--- config.mk ---
export PLATFORM = sky130hd
export DESIGN_NAME = vid_sync_gen
export DESIGN_NICKNAME = d
export VERILOG_FILES = /design/src/rtl/vsg_pkg.sv /design/src/rtl/vsg_hcount.sv /design/src/rtl/vsg_ext_sync.sv /design/src/rtl/vsg_vcount.sv /design/src/rtl/vid_sync_gen.sv
export SDC_FILE = /design/constraint.sdc
export NUM_CORES = 1
export LEC_CHECK = 0
export BUFFER_PORTS_ARGS = -buffer_cell sky130_fd_sc_hd__buf_2
export CAP_MARGIN = 20
export CORE_ASPECT_RATIO = 2
export CORE_UTILIZATION = 33
export DETAILED_ROUTE_END_ITERATION = 10
export MAX_ROUTING_LAYER = met4
export SLEW_MARGIN = 25
export SYNTH_ARGS = -nofsm -noshare
export SYNTH_HDL_FRONTEND = slang
export SYNTH_SLANG_ARGS = --single-unit
--- constraint.sdc ---
create_clock -name clk_i -period 4.6 [get_ports clk_i]
set_input_delay 0.23 -clock clk_i [delete_from_list [all_inputs] [get_ports clk_i]]
set_output_delay 0.23 -clock clk_i [all_outputs]
set_load 0.005 [all_outputs]
--- src/rtl/vsg_pkg.sv ---
package vsg_pkg;
  typedef enum logic {
    VSRC_INT = 1'b0,
    VSRC_EXT = 1'b1
  } vsrc_e;
endpackage

--- src/rtl/vsg_hcount.sv ---
module vsg_hcount #(
  parameter int HW = 12
) (
  input  logic          clk_i,
  input  logic          rst_ni,
  input  logic [HW-1:0] h_total_i,
  input  logic [HW-1:0] h_width_i,
  output logic [HW-1:0] pix_o,
  output logic          line_end_o,
  output logic          hs_nxt_o,
  output logic          hsync_no
);
  logic [HW-1:0] pix_q, pix_d;

  assign line_end_o = (pix_q >= h_total_i - HW'(1));
  assign pix_d      = line_end_o ? '0 : pix_q + HW'(1);
  assign hs_nxt_o   = (pix_d >= h_width_i);

  always_ff @(posedge clk_i or negedge rst_ni) begin
    if (!rst_ni) begin
      pix_q    <= '0;
      hsync_no <= 1'b0;
    end else begin
      pix_q    <= pix_d;
      hsync_no <= hs_nxt_o;
    end
  end

  assign pix_o = pix_q;
endmodule

--- src/rtl/vsg_ext_sync.sv ---
module vsg_ext_sync #(
  parameter int STAGES = 2
) (
  input  logic clk_i,
  input  logic rst_ni,
  input  logic async_ni,
  output logic fall_o
);
  logic [STAGES:0] sh_q;

  always_ff @(posedge clk_i or negedge rst_ni) begin
    if (!rst_ni) sh_q <= '1;
    else         sh_q <= {sh_q[STAGES-1:0], async_ni};
  end

  // last stage is the edge-detect history flop
  assign fall_o = sh_q[STAGES] & ~sh_q[STAGES-1];
endmodule

--- src/rtl/vsg_vcount.sv ---
module vsg_vcount
  import vsg_pkg::*;
#(
  parameter int LW       = 11,
  parameter int V_MARGIN = 4
) (
  input  logic          clk_i,
  input  logic          rst_ni,
  input  logic          line_end_i,
  input  logic          ext_mode_i,
  input  logic          fall_i,
  input  logic [LW-1:0] v_total_i,
  input  logic [LW-1:0] v_width_i,
  output logic [LW-1:0] line_o,
  output logic          vs_nxt_o,
  output logic          vsync_no
);
  vsrc_e         mode_q;
  logic          pend_q, pend_d;
  logic          ext_act, hit, wrap;
  logic [LW-1:0] line_q, line_d, limit;

  assign ext_act = (mode_q == VSRC_EXT);
  assign hit     = ext_act & (pend_q | fall_i);
  assign limit   = ext_act ? v_total_i + LW'(V_MARGIN) - LW'(1)
                           : v_total_i - LW'(1);
  assign wrap    = hit | (line_q >= limit);
  assign line_d  = !line_end_i ? line_q : (wrap ? '0 : line_q + LW'(1));
  assign pend_d  = (!ext_act || line_end_i) ? 1'b0 : (pend_q | fall_i);
  assign vs_nxt_o = (line_d >= v_width_i);

  always_ff @(posedge clk_i or negedge rst_ni) begin
    if (!rst_ni) begin
      line_q   <= '0;
      pend_q   <= 1'b0;
      mode_q   <= VSRC_INT;
      vsync_no <= 1'b0;
    end else begin
      line_q   <= line_d;
      pend_q   <= pend_d;
      vsync_no <= vs_nxt_o;
      // mode switches only on a frame wrap
      if (line_end_i && wrap) mode_q <= vsrc_e'(ext_mode_i);
    end
  end

  assign line_o = line_q;
endmodule

--- src/rtl/vid_sync_gen.sv ---
module vid_sync_gen #(
  parameter int HW       = 12,
  parameter int LW       = 11,
  parameter int V_MARGIN = 4
) (
  input  logic          clk_i,
  input  logic          rst_ni,
  input  logic          ext_mode_i,
  input  logic          ext_vsync_ni,
  input  logic [HW-1:0] h_total_i,
  input  logic [HW-1:0] h_width_i,
  input  logic [LW-1:0] v_total_i,
  input  logic [LW-1:0] v_width_i,
  output logic [HW-1:0] pixel_o,
  output logic [LW-1:0] line_o,
  output logic          hsync_no,
  output logic          vsync_no,
  output logic          csync_no,
  output logic          line_start_o,
  output logic          frame_start_o
);
  logic line_end, hs_nxt, vs_nxt, fall;
  logic csync_q;

  vsg_hcount #(.HW(HW)) u_hcnt (
    .clk_i      (clk_i),
    .rst_ni     (rst_ni),
    .h_total_i  (h_total_i),
    .h_width_i  (h_width_i),
    .pix_o      (pixel_o),
    .line_end_o (line_end),
    .hs_nxt_o   (hs_nxt),
    .hsync_no   (hsync_no)
  );

  vsg_ext_sync #(.STAGES(2)) u_esync (
    .clk_i    (clk_i),
    .rst_ni   (rst_ni),
    .async_ni (ext_vsync_ni),
    .fall_o   (fall)
  );

  vsg_vcount #(.LW(LW), .V_MARGIN(V_MARGIN)) u_vcnt (
    .clk_i      (clk_i),
    .rst_ni     (rst_ni),
    .line_end_i (line_end),
    .ext_mode_i (ext_mode_i),
    .fall_i     (fall),
    .v_total_i  (v_total_i),
    .v_width_i  (v_width_i),
    .line_o     (line_o),
    .vs_nxt_o   (vs_nxt),
    .vsync_no   (vsync_no)
  );

  always_ff @(posedge clk_i or negedge rst_ni) begin
    if (!rst_ni) csync_q <= 1'b0;
    else         csync_q <= hs_nxt & vs_nxt;
  end

  assign csync_no      = csync_q;
  assign line_start_o  = (pixel_o == '0);
  assign frame_start_o = (pixel_o == '0) && (line_o == '0);
endmodule

==> out/metrics.csv <==
stage;metric;value;unit
layout;Syn-to-layout area delta;24.1;%
worst_setup_path;FF-to-FF setup slack;410;ps
yosys;top post-synthesis cells by count;ha_1, inv_1, dfrtp_1;
drt;total wire length;7730;µm
drt;DR pass1 iterations;5;
floorplan;CORE AREA;8590;µm²
worst_setup_path;CP peak stage delay;490;ps
outcome;outcome;finished clean;
worst_setup_path;crit path buf inv count;1;
floorplan;die width;68.4;µm
worst_setup_path;CP Cell Sequence;nor4_4 > nand2_1 > o31ai_1 > xnor2_1 > ha_1 > and3_1 > a221oi_2 > o21ai_1 > a211o_1 > nor2b_2 > buf_4 > a22o_1 > ha_1 > and3_1 > a22oi_1 > o2111ai_1 > and2_1 > and2_1;
placed_design;hpwl dp;6370;µm
timing;Max-Slew Margin vs Limit;53.0;%
worst_setup_path;Worst Path Required;4770;ps
worst_setup_path;FF-to-FF Start;u_vcnt.ext_act;
global_route;initial antenna violation count;0;
run;Max Cap Viol;0;
yosys;Yosys top cell by area;dfrtp_1;
placed_design;IO buf count;77;
yosys;most numerous cell in the Yosys netlist;ha_1;
global_route;first-pass GRT wire length;12200;µm
clocking;Post-CTS Hold Buffers;0;
timing;Final Hold Viols;0;
layout;final std cells w/o fill;518;
layout;multi-input logic area;1980;µm²
yosys;syn_nets;437;
worst_setup_path;family with the most delay on the worst path;simple AND/OR/NAND/NOR gates;
floorplan;FP Rows;48;
drt;drt initial violations;78;
timing;Max Clk Rate;0.238;GHz
worst_setup_path;reg2reg end;csync_no;
clocking;CTS tree;done;
floorplan;die area;9230;µm²
timing;RSZ-0062 raised after global routing;false;
yosys;Syn Std Cell Area;2910;µm²
yosys;Post-synth EDFFs;0;
power;PwrDens;379;nW/µm²
yosys;syn_area_per_cell;8.69;µm²
clocking;CTS H-tree lvls;2;
yosys;yosys synthesis warning count;0;
placed_design;RePlAce Congestion;0.804;
timing;skew final;2.10;ps
timing;final setup fails;0;
drt;# DRC;0;
clocking;clk sink count;31;
timing;WHS;4.64;ps
clocking;clk buf depth;2;
timing;setup TNS;0;ps
yosys;Post-Synthesis Cells;335;
layout;Sequential cell area;781;µm²
timing;Final min period;4190;ps
clocking;cts bufs inserted;5;
drt;DR vias;2718;
floorplan;Initial Util;33.9;%
yosys;Seq/Total Area, Yosys;26.8;%
timing;Period Utilization, post-route;91.2;%
global_route;global-route usage over all layers;18.4;%
floorplan;I/O pins;78;
layout;Antenna diodes;0;
layout;Fill cells;910;
layout;# nets final;519;
power;P_leak;2.04;nW
clocking;Resized cells post-CTS;0;
yosys;top-area cell type share of the netlist area;24.1;%
global_route;largest net degree at the start of global routing;32;
worst_setup_path;Arrival @ worst endpoint;4360;ps
worst_setup_path;Setup CP Type;flip-flop to flip-flop;
drt;Antenna Nets Post-Route;0;
global_route;number of global-route vias before repair;2799;
worst_hold_path;min-delay worst type;input port to asynchronous set/reset pin;
worst_setup_path;endpoint class of the critical path;flip-flop;
global_route;total grt overflow;0;
drt;WL per Instance;14.9;µm
worst_setup_path;Setup crit start kind;flip-flop;
clocking;Root Buffer;clkbuf_16;
layout;layout cells sized above 1;23.7;%
timing;Final Max Slew Viols;0;
drt;vias per inst;5.25;
clocking;clk_lat worst skew;270;ps
placed_design;placed insts;510;
yosys;Main synth FF type;dfrtp_1;
yosys;synthesized flop and latch total;31;
clocking;Setup Fix Bufs, Post-CTS;0;
floorplan;die height;135;µm
yosys;Distinct cells, synth;42;
power;Worst VDD drop;0.146;mV
clocking;clock slew at the register clock pins of the worst setup and hold paths;50;ps
worst_setup_path;slowest CP cell;dfrtp_2;
timing;worst-margin pin slew;705;ps
yosys;Area contributors post-synth;dfrtp_1, ha_1, xnor2_1;
worst_setup_path;CP Max Fanout;10;
power;total power;0.00137;W
yosys;Async SR Flop Fraction;100;%
worst_setup_path;cell count of the worst reg-to-reg path;18;
==> metrics by stage <==
step / worst slack [ps] / instance area, µm² / util [%]
floorplan: 701 / 2910 / -
global placement: 465 / 3420 / 39.9
detailed placement: 347 / 3420 / 39.9
CTS: 346 / 3600 / 41.9
global route: 16.1 / 3610 / 42.1
finish: 406 / 3610 / 42.1
==> layout by cell type, fill, tap and decap left out, drive strengths merged, types with 12 or more instances in the layout <==
cell   instances
buf           82
inv           36
nor2b         12
a21o          12
dfrtp         28
xor2          13
nor2          26
o21ai         19
ha            52
and3          18
xnor2         17
nand2         16
==> worst register-to-register path, stage by stage, from the launching register on <==
cell,delay (ps)
dfrtp_2,490
nor4_4,360
nand2_1,130
o31ai_1,250
xnor2_1,150
ha_1,260
and3_1,210
a221oi_2,220
o21ai_1,90
a211o_1,300
nor2b_2,190
buf_4,200
a22o_1,170
ha_1,240
and3_1,200
a22oi_1,190
o2111ai_1,120
and2_1,160
and2_1,150
==> area by class of cell <==
cell class / instances / share of cell area (%)
multi-input combinational: 261 / 54.7
tap: 100 / 3.46
clock inverter: 2 / 0.970
sequential: 31 / 21.6
inverter: 36 / 3.74
clock buffer: 6 / 3.84
timing repair buffer: 82 / 11.7
==> report_power, final <==
| group | total [W] | switching (W) | internal [W] |
|---|---|---|---|
| combinational | 0.000561 | 0.000287 | 0.000274 |
| clock | 0.000387 | 0.000118 | 0.000269 |
| sequential | 0.000421 | 0.0000908 | 0.000330 |
| total | 0.00137 | 0.000496 | 0.000873 |
==> how the worst max path moves through the flow <==
stage	cells after the start	startpoint	endpoint
after detailed placement	18	u_vcnt.ext_act	csync_no
after global routing	18	u_vcnt.ext_act	csync_no
after CTS	18	u_vcnt.ext_act	csync_no
after global placement	18	u_vcnt.ext_act	csync_no
final	18	u_vcnt.ext_act	csync_no
after floorplan	20	u_vcnt.ext_act	csync_no
==> cells by family (layout without fill, tap and decap cells) <==
family          Yosys count  count (layout)  synth area share, %
xor+xnor                 30              30                 9.02
buf+inv                  43             126                 5.84
flops                    31              31                 26.8
compound gates           67              67                 15.4
fa+ha+maj                52              52                 22.3
simple gates            111             111                 20.2
mux                       1               1                0.387
==> per-layer routing <==
| metal | share of wire (%) | global-route usage [%] | up-vias |
|---|---|---|---|
| li1 | - | - | 1350 |
| met1 | 35 | 16.4 | 1279 |
| met2 | 59 | 36.7 | 78 |
| met3 | 3.8 | 2.28 | 11 |
| met4 | 1.9 | 5.67 | 0 |
| met5 | 0 | - | - |
==> registers in the layout, summed over array words and instances (netlist names) <==
signal	count
csync_no	1
u_hcnt.hsync_no	1
u_vcnt.ext_act	1
u_esync.sh_q	3
u_hcnt.pix_o	12
u_vcnt.line_o	11
u_vcnt.vsync_no	1
u_vcnt.pend_q	1
Power figures use the tool's default switching activity.
